**config.mk**
```make
export PLATFORM = sky130hd
export DESIGN_NAME = sg_dma_seq
export DESIGN_NICKNAME = d
export VERILOG_FILES = /design/src/rtl/sgd_pkg.sv /design/src/rtl/sgd_desc_fetch.sv /design/src/rtl/sgd_advance.sv /design/src/rtl/sgd_irq.sv /design/src/rtl/sg_dma_seq.sv
export SDC_FILE = /design/constraint.sdc
export NUM_CORES = 1
export LEC_CHECK = 0
export ABC_AREA = 0
export ABC_CLOCK_PERIOD_IN_PS = 6600
export BUFFER_PORTS_ARGS = -buffer_cell sky130_fd_sc_hd__buf_4
export CAP_MARGIN = 40
export CELL_PAD_IN_SITES_DETAIL_PLACEMENT = 0
export CELL_PAD_IN_SITES_GLOBAL_PLACEMENT = 1
export CORE_MARGIN = 3
export CORE_UTILIZATION = 44
export DETAILED_ROUTE_END_ITERATION = 10
export GPL_TIMING_DRIVEN = 0
export PLACE_DENSITY = 0.88
export REMOVE_ABC_BUFFERS = 1
export SYNTH_ARGS = -nofsm -noshare
export SYNTH_HDL_FRONTEND = slang
export SYNTH_SLANG_ARGS = --single-unit
```
**constraint.sdc**
```tcl
create_clock -name clk -period 6.6 [get_ports clk]
set_clock_uncertainty 0.1 [all_clocks]
set_input_delay 0.66 -clock clk [delete_from_list [all_inputs] [get_ports clk]]
set_output_delay 0.66 -clock clk [all_outputs]
set_load 0.01 [all_outputs]
```
**src/rtl/sgd_pkg.sv**
```systemverilog
package sgd_pkg;

    typedef enum logic [1:0] {
        ST_IDLE  = 2'd0,
        ST_FETCH = 2'd1,
        ST_KICK  = 2'd2,
        ST_MOVE  = 2'd3
    } sgd_state_e;

    // descriptor geometry
    localparam int unsigned DESC_WORDS = 4;
    localparam int unsigned DESC_ALIGN = 4;   // address bits forced to zero

    // word order inside a descriptor (also the register-select code)
    localparam logic [1:0] W_PCI  = 2'd0;
    localparam logic [1:0] W_LOC  = 2'd1;
    localparam logic [1:0] W_CNT  = 2'd2;
    localparam logic [1:0] W_NEXT = 2'd3;

    // flag bits in the pointer word
    localparam int unsigned PF_SPACE = 0;
    localparam int unsigned PF_EOC   = 1;
    localparam int unsigned PF_TC    = 2;
    localparam int unsigned PF_DIR   = 3;

    // command/status byte bits
    localparam int unsigned CB_EN    = 0;
    localparam int unsigned CB_GO    = 1;
    localparam int unsigned CB_STOP  = 2;
    localparam int unsigned CB_ACK   = 3;
    localparam int unsigned CB_DONE  = 4;

endpackage

```
**src/rtl/sgd_desc_fetch.sv**
```systemverilog
module sgd_desc_fetch
    import sgd_pkg::*;
#(
    parameter int unsigned ADDR_W = 32
) (
    input  logic              clk,
    input  logic              rst_n,
    input  logic              go,
    input  logic [ADDR_W-1:0] base_in,
    input  logic              space_in,
    output logic              mrd_req,
    output logic [ADDR_W-1:0] mrd_addr,
    output logic              mrd_space,
    input  logic              mrd_ack,
    output logic              cap_en,
    output logic [1:0]        cap_idx,
    output logic              cap_last
);

    localparam int unsigned IDX_W    = $clog2(DESC_WORDS);
    localparam logic [IDX_W-1:0] LAST_IDX = IDX_W'(DESC_WORDS - 1);

    typedef struct packed {
        logic              busy;
        logic [IDX_W-1:0]  idx;
        logic [ADDR_W-1:0] base;
        logic              space;
    } fetch_t;

    fetch_t f_d, f_q;

    always_comb begin
        f_d = f_q;
        if (go) begin
            f_d.busy  = 1'b1;
            f_d.idx   = '0;
            f_d.base  = {base_in[ADDR_W-1:DESC_ALIGN], {DESC_ALIGN{1'b0}}};
            f_d.space = space_in;
        end else if (f_q.busy && mrd_ack) begin
            if (f_q.idx == LAST_IDX) begin
                f_d.busy = 1'b0;
            end else begin
                f_d.idx = f_q.idx + 1'b1;
            end
        end
    end

    always_ff @(posedge clk or negedge rst_n) begin
        if (!rst_n) begin
            f_q <= '0;
        end else begin
            f_q <= f_d;
        end
    end

    assign mrd_req   = f_q.busy;
    assign mrd_addr  = f_q.base + (ADDR_W'(f_q.idx) << 2);
    assign mrd_space = f_q.space;
    assign cap_en    = f_q.busy && mrd_ack;
    assign cap_idx   = 2'(f_q.idx);
    assign cap_last  = cap_en && (f_q.idx == LAST_IDX);

endmodule

```
**src/rtl/sgd_advance.sv**
```systemverilog
module sgd_advance #(
    parameter int unsigned ADDR_W = 32,
    parameter int unsigned CNT_W  = 23
) (
    input  logic [ADDR_W-1:0] pci_in,
    input  logic [ADDR_W-1:0] loc_in,
    input  logic [CNT_W-1:0]  cnt_in,
    input  logic              hold_local,
    input  logic              clr_count,
    output logic [ADDR_W-1:0] pci_out,
    output logic [ADDR_W-1:0] loc_out,
    output logic [CNT_W-1:0]  cnt_out
);

    logic [ADDR_W-1:0] step;

    always_comb begin
        step    = ADDR_W'(cnt_in);
        pci_out = pci_in + step;
        loc_out = hold_local ? loc_in : (loc_in + step);
        cnt_out = clr_count ? '0 : cnt_in;
    end

endmodule

```
**src/rtl/sgd_irq.sv**
```systemverilog
module sgd_irq (
    input  logic clk,
    input  logic rst_n,
    input  logic set,
    input  logic clr,
    input  logic to_pci,
    output logic irq_local,
    output logic irq_pci
);

    logic act_d, act_q;

    always_comb begin
        act_d = act_q;
        if (set) begin
            act_d = 1'b1;
        end else if (clr) begin
            act_d = 1'b0;
        end
    end

    always_ff @(posedge clk or negedge rst_n) begin
        if (!rst_n) begin
            act_q <= 1'b0;
        end else begin
            act_q <= act_d;
        end
    end

    assign irq_local = act_q && !to_pci;
    assign irq_pci   = act_q && to_pci;

endmodule

```
**src/rtl/sg_dma_seq.sv**
```systemverilog
module sg_dma_seq
    import sgd_pkg::*;
#(
    parameter int unsigned ADDR_W = 32,
    parameter int unsigned CNT_W  = 23
) (
    input  logic              clk,
    input  logic              rst_n,
    input  logic              csr_wr,
    input  logic [7:0]        csr_wdata,
    output logic [7:0]        csr_rdata,
    input  logic              cfg_chain,
    input  logic              cfg_done_ie,
    input  logic              cfg_irq_pci,
    input  logic              cfg_clr_count,
    input  logic              cfg_hold_local,
    input  logic              reg_wr,
    input  logic [1:0]        reg_sel,
    input  logic [ADDR_W-1:0] reg_wdata,
    output logic [ADDR_W-1:0] cur_pci_addr,
    output logic [ADDR_W-1:0] cur_loc_addr,
    output logic [CNT_W-1:0]  cur_count,
    output logic [ADDR_W-1:0] cur_ptr,
    output logic              mrd_req,
    output logic [ADDR_W-1:0] mrd_addr,
    output logic              mrd_space,
    input  logic              mrd_ack,
    input  logic [ADDR_W-1:0] mrd_data,
    output logic              mv_start,
    output logic              mv_to_pci,
    output logic              mv_hold_local,
    input  logic              mv_done,
    output logic              irq_local,
    output logic              irq_pci
);

    typedef struct packed {
        sgd_state_e        state;
        logic              en;
        logic              done;
        logic              pend;
        logic [ADDR_W-1:0] pci;
        logic [ADDR_W-1:0] loc;
        logic [ADDR_W-1:0] ptr;
        logic [CNT_W-1:0]  cnt;
    } seq_t;

    seq_t s_d, s_q;

    logic              fetch_go;
    logic              cap_en;
    logic [1:0]        cap_idx;
    logic              cap_last;
    logic [ADDR_W-1:0] adv_pci, adv_loc;
    logic [CNT_W-1:0]  adv_cnt;
    logic              irq_set;
    logic              wr_go, wr_stop, wr_ack;
    logic              load_en;
    logic [1:0]        load_idx;
    logic [ADDR_W-1:0] load_val;
    logic              finish;
    logic              tc_hit;

    sgd_desc_fetch #(.ADDR_W(ADDR_W)) u_fetch (
        .clk      (clk),
        .rst_n    (rst_n),
        .go       (fetch_go),
        .base_in  (s_q.ptr),
        .space_in (s_q.ptr[PF_SPACE]),
        .mrd_req  (mrd_req),
        .mrd_addr (mrd_addr),
        .mrd_space(mrd_space),
        .mrd_ack  (mrd_ack),
        .cap_en   (cap_en),
        .cap_idx  (cap_idx),
        .cap_last (cap_last)
    );

    sgd_advance #(.ADDR_W(ADDR_W), .CNT_W(CNT_W)) u_adv (
        .pci_in    (s_q.pci),
        .loc_in    (s_q.loc),
        .cnt_in    (s_q.cnt),
        .hold_local(cfg_hold_local),
        .clr_count (cfg_clr_count),
        .pci_out   (adv_pci),
        .loc_out   (adv_loc),
        .cnt_out   (adv_cnt)
    );

    sgd_irq u_irq (
        .clk      (clk),
        .rst_n    (rst_n),
        .set      (irq_set),
        .clr      (wr_ack),
        .to_pci   (cfg_irq_pci),
        .irq_local(irq_local),
        .irq_pci  (irq_pci)
    );

    assign wr_go   = csr_wr && csr_wdata[CB_EN] && csr_wdata[CB_GO];
    assign wr_stop = csr_wr && csr_wdata[CB_STOP];
    assign wr_ack  = csr_wr && csr_wdata[CB_ACK];

    // register loads share one path: software writes while idle, fetched words
    assign load_en  = cap_en || (reg_wr && (s_q.state == ST_IDLE));
    assign load_idx = cap_en ? cap_idx : reg_sel;
    assign load_val = cap_en ? mrd_data : reg_wdata;

    always_comb begin
        s_d      = s_q;
        fetch_go = 1'b0;
        finish   = 1'b0;
        tc_hit   = 1'b0;

        if (csr_wr) begin
            s_d.en = csr_wdata[CB_EN];
        end

        if (load_en) begin
            case (load_idx)
                W_PCI:   s_d.pci = load_val;
                W_LOC:   s_d.loc = load_val;
                W_CNT:   s_d.cnt = load_val[CNT_W-1:0];
                default: s_d.ptr = load_val;
            endcase
        end

        case (s_q.state)
            ST_IDLE: begin
                if (wr_go) begin
                    s_d.done = 1'b0;
                    s_d.pend = 1'b0;
                    if (cfg_chain) begin
                        fetch_go  = 1'b1;
                        s_d.state = ST_FETCH;
                    end else begin
                        s_d.state = ST_KICK;
                    end
                end
            end
            ST_FETCH: begin
                if (wr_stop) begin
                    s_d.pend = 1'b1;
                end
                if (cap_last) begin
                    if (s_q.pend || wr_stop) begin
                        finish = 1'b1;
                    end else begin
                        s_d.state = ST_KICK;
                    end
                end
            end
            ST_KICK: begin
                if (wr_stop) begin
                    s_d.pend = 1'b1;
                end
                s_d.state = ST_MOVE;
            end
            default: begin
                if (wr_stop) begin
                    s_d.pend = 1'b1;
                end
                if (mv_done) begin
                    s_d.pci = adv_pci;
                    s_d.loc = adv_loc;
                    s_d.cnt = adv_cnt;
                    tc_hit  = s_q.ptr[PF_TC];
                    if (!cfg_chain || s_q.ptr[PF_EOC] || s_q.pend || wr_stop) begin
                        finish = 1'b1;
                    end else begin
                        fetch_go  = 1'b1;
                        s_d.state = ST_FETCH;
                    end
                end
            end
        endcase

        if (finish) begin
            s_d.state = ST_IDLE;
            s_d.done  = 1'b1;
        end
    end

    assign irq_set = tc_hit || (finish && cfg_done_ie);

    always_ff @(posedge clk or negedge rst_n) begin
        if (!rst_n) begin
            s_q <= '{state: ST_IDLE, en: 1'b0, done: 1'b1, pend: 1'b0,
                     pci: '0, loc: '0, ptr: '0, cnt: '0};
        end else begin
            s_q <= s_d;
        end
    end

    always_comb begin
        csr_rdata          = 8'h00;
        csr_rdata[CB_EN]   = s_q.en;
        csr_rdata[CB_DONE] = s_q.done;
    end

    assign cur_pci_addr  = s_q.pci;
    assign cur_loc_addr  = s_q.loc;
    assign cur_count     = s_q.cnt;
    assign cur_ptr       = s_q.ptr;
    assign mv_start      = (s_q.state == ST_KICK);
    assign mv_to_pci     = s_q.ptr[PF_DIR];
    assign mv_hold_local = cfg_hold_local;

endmodule

```
# After elaboration in Yosys (flattened, before gate mapping)
# Cells that the tools add are included.
# classes
eq_ne	13
n_reduce_logical	37
bitwise	1
n_mux	44
add_sub_neg	4
# op_table
operator	n
32-bit two-way mux	5
64-bit two-way mux	2
119-bit two-way mux	1
23-bit two-way mux	4
32-bit by 23-bit adder with 32-bit output	2
32-bit by 4-bit adder with 32-bit output	1
2-bit two-way mux	10
1-bit two-way mux	17
3-bit inequality test (second input constant)	5
2-bit nonzero test	6
1-bit logical AND	10
2-bit AND reduction	5
2-bit equality test (second input constant)	3
1-bit logical OR	6
3-bit two-way mux	2
2-bit case mux with 3 select lines	1
3-bit OR reduction	2
5-bit by 4-bit inequality test with 1-bit output (second input constant)	1
5-bit AND reduction	1
5-bit nonzero test	1
2-bit by 1-bit equality test with 1-bit output (second input constant)	2
2-bit zero test	2
2-bit inequality test (second input constant)	2
1-bit case mux with 2 select lines	2
4 further kinds	6
# word_totals
output_inout_bits	166
reg_bits	157

# Longest topological paths before layout
# logic_depth
depth_word	10
ltp_mapped	12

# Modules after synthesis
# Synthesis repeated with hierarchy kept, for this count alone.
# hier_totals
cells_unflattened	1256
hier_area_um2	11952.7
# by_module_without_submodules
mod	area_per_inst_um2	cells_each	n_inst
sg_dma_seq	7078.0	668	1
sgd_advance	3413.3	501	1
sgd_desc_fetch	1408.9	82	1
sgd_irq	52.6	5	1

# Worst setup path before layout
# OpenSTA, ideal clock, no wires.
# synth_path
path_kind	reg-to-reg
from	register s_q (netlist bit cur_count[0])
to	register s_q (netlist bit cur_loc_addr[16])
required_ns	6.396
stages_incl_launch_ff	11
n_path_buf	0
t_arrival_ns	2.451
setup_time_ns	0.104
period_less_slack_ns	2.655
setup_slack_ns	3.945
path_cell_list	dfrtp_1 -> ha_1 -> fa_1 -> a211oi_1 -> o21ai_1 -> and2_1 -> a21o_1 -> a41oi_1 -> o21ai_1 -> xnor2_1 -> a221oi_1
# synth_via
elab_chain_cells	4
# synth_lines
element	line	rtl
start, declared	sg_dma_seq.sv:48	seq_t s_d, s_q;
start signal, assigned	sg_dma_seq.sv:188	s_q <= '{state: ST_IDLE, en: 1'b0, done: 1'b1, pend: 1'b0,
32-bit by 23-bit adder with 32-bit output	sgd_advance.sv:20	loc_out = hold_local ? loc_in : (loc_in + step);
32-bit two-way mux	sgd_advance.sv:20	
64-bit two-way mux	sg_dma_seq.sv:163	if (mv_done) begin
64-bit two-way mux	sg_dma_seq.sv:128	case (s_q.state)
# Every way passes these cells. The select of a mux whose other input is x is not followed.
# A chain may end at the register's enable or synchronous reset.

==> impl_metrics.yaml <==
global_route:
  grt_usage: 0.219
  antenna_found_initial: 0
  grt-ovfl-total: 0
  grt_pass1_vias: 8200
  grt_pass1_wl_um: 45000
  grt_max_degree: 99
placement:
  dpl.cell_count: 1488
  place_area_mm2: 0.0116
  place_congestion: 0.846
  numPortBuffers: 238
  dp.final_hpwl_um: 21300
synthesis:
  synthFlopType: "dfrtp_1"
  ys_seq_area_frac: 0.382
  async_flop_share: 1.00
  yosysTopAreaCell: "dfrtp_1"
  syn-cell-area_mm2: 0.0103
  ys_warn_count: 0
  synth_top_cells_by_area: "dfrtp_1, buf_4, ha_1"
  synth_edf_count: 0
  synth_seq_cells: 157
  yosysTopAreaCellShare: 0.379
  postSynthCellCount: 1100
  synth.distinct_cells: 80
  syn_area_per_cell_um2: 9.36
route:
  drtAntennaViolNets: 0
  drc: 0
  drtIter0Drc: 484
  wirelength_um: 28000
  vias: 8358
  wire_per_inst_um: 18.4
  drt_pass1_iterations: 5
  viasPerCell: 5.50
flow_run:
  drv_cap: 0
sta:
  period_share: 0.545
  fmax_mhz: 278
  hold_ws_ns: 0.0422
  rsz0062_at_grt: "false"
  worstMarginPinSlew_ns: 0.860
  finalCriticalPeriod_ns: 3.59
  slew_headroom: 0.426
  drv_slew: 0
  setup_violations: 0
  hold_viol: 0
power_and_ir_drop:
  ir_worst_vdd_v: 0.000222
  powerDensity_mw_per_mm2: 553
  p_leak_nw: 5.67
  p_total_mw: 6.74
status:
  status: "complete, no violations"
layout:
  final_cell_mix: "buf_4, dfrtp_1, nor2_1, nand2_1, a21oi_1"
  drive_gt1_frac: 0.294
  fillers: 2138
  final_common_cell: "buf_4"
  fin_cells: 1520
  fin_area_mm2: 0.0122
  area_growth_pct: 18.3
  antennaDiodeCount: 0
  fin_nets: 1332
critical_path:
  timing.rr.end: "cur_pci_addr[26]$_DFF_PN0_"
  cp_data_arrival_time_ns: 3.83
  critical_path.endpoint_type: "flip-flop"
  crit_fanout: 8
  crit_path_start_kind: "flip-flop"
  r2r_slack_ns: 3.01
  rr_worst_depth: 10
  required_ns: 6.84
  path_class: "flip-flop to flip-flop"
  r2r_start: "cur_count[0]$_DFFE_PN0P_"
floorplanning:
  core-area_mm2: 0.0228
  die_x_um: 159
  initial_utilization: 0.451
  io_pins: 251
  die-area_mm2: 0.0253
  rows: 55
  die_h_um: 159
clock_tree:
  cts_max_path_buffers: 2
  numClockSinks: 157
  post_cts_buffers: 0
  clk_pin_slew_worst_paths_ns: 0.07
  clock_latency_ns: 0.43
  cts_root_buf: "clkbuf_16"
  postCtsResizedCells: 0
  cts_hold_buf: 0
  tritoncts: "yes"
  htreeDepth: 4
  cts_inserted_buffers: 17
worst_hold_path:
  hold_class: "input pin to async pin"
-- flip-flops by register name, indices dropped and copies added (netlist names), 2 cells and up --
| signal | count |
|---|---|
| s_q | 3 |
| cur_ptr | 32 |
| u_fetch.cap_idx | 2 |
| u_fetch.f_q | 28 |
| cur_loc_addr | 32 |
| cur_pci_addr | 32 |
| csr_rdata | 2 |
| cur_count | 23 |
-- area by class of cell --
class | instances | area, um^2 | share of cell area
repair buffers | 251 | 2050 | 0.168
inverters | 15 | 56.3 | 0.00462
multi-input cells | 752 | 5180 | 0.425
clock buffers | 19 | 443 | 0.0364
clock inverters | 13 | 133 | 0.0109
flip-flops and latches | 157 | 3930 | 0.323
well taps | 313 | 392 | 0.0321
-- through the flow --
| step | setup TNS [ns] | setup WS [ns] | utilization |
|---|---|---|---|
| 2_1_floorplan | 0 | 1.98 | - |
| 3_3_place_gp | -1.09 | -0.162 | 0.495 |
| 3_5_place_dp | 0 | 2.87 | 0.508 |
| 4_1_cts | 0 | 3.03 | 0.533 |
| 5_1_grt | 0 | 2.81 | 0.533 |
| 6_report | 0 | 3.01 | 0.533 |
-- synth_stat cells, drive strengths merged, types with 6 or more instances --
| master | n |
|---|---|
| mux2 | 39 |
| mux2i | 32 |
| xnor2 | 27 |
| and2 | 9 |
| a21oi | 80 |
| inv | 15 |
| nor2 | 85 |
| o21a | 6 |
| or3 | 7 |
| ha | 51 |
| a31oi | 6 |
| a221oi | 15 |
| clkbuf | 34 |
| buf | 149 |
| nor3 | 12 |
| nand2 | 82 |
| a21o | 25 |
| and3 | 14 |
| o211ai | 31 |
| xor2 | 12 |
| nand4 | 8 |
| nand3 | 43 |
| dfrtp | 156 |
| o21ai | 78 |
| a211oi | 14 |
-- logic make-up after synthesis --
| kind of cell | after synthesis | synth area share |
|---|---|---|
| flops | 157 | 0.382 |
| buf+inv | 198 | 0.121 |
| other cells | 1 | 0.000364 |
| simple gates | 278 | 0.124 |
| mux | 71 | 0.0741 |
| fa+ha+maj | 53 | 0.0658 |
| xor+xnor | 39 | 0.0332 |
| compound gates | 303 | 0.200 |
-- power by group --
part,leakage (nW),switching (mW),internal [mW]
logic,3.52,2.06,1.83
registers,1.87,0.442,1.42
clock network,0.281,0.442,0.539
total,5.67,2.95,3.79
-- worst max-delay path by stage --
stage                                   startpoint                           end  cells after the start
after floorplan                            mrd_ack       cur_ptr[23]$_DFFE_PN0P_                      4
after global placement                     mrd_ack       cur_ptr[24]$_DFFE_PN0P_                      5
after detailed placement                   mrd_ack  cur_loc_addr[26]$_DFFE_PN0P_                     10
after CTS                 cur_count[0]$_DFFE_PN0P_    cur_pci_addr[26]$_DFF_PN0_                     10
after global routing      cur_count[0]$_DFFE_PN0P_    cur_pci_addr[26]$_DFF_PN0_                     10
final                     cur_count[0]$_DFFE_PN0P_    cur_pci_addr[26]$_DFF_PN0_                     10
-- critical path, stage by stage (launching register included) --
cell	delay [ns]
dfrtp_1	0.43
ha_1	0.25
fa_1	0.43
a21oi_1	0.26
nor3_1	0.10
nor3_1	0.66
a211oi_2	0.20
nor2_1	0.26
a2bb2oi_2	0.46
nor2_1	0.07
a211oi_1	0.28
-- metal layers --
layer / wire, um / track usage
met5: 0 / 0
met2: 13100 / 0.357
met1: 12600 / 0.295
met3: 1820 / 0.0523
met4: 440 / 0.0593
Power figures use the tool's default switching activity.
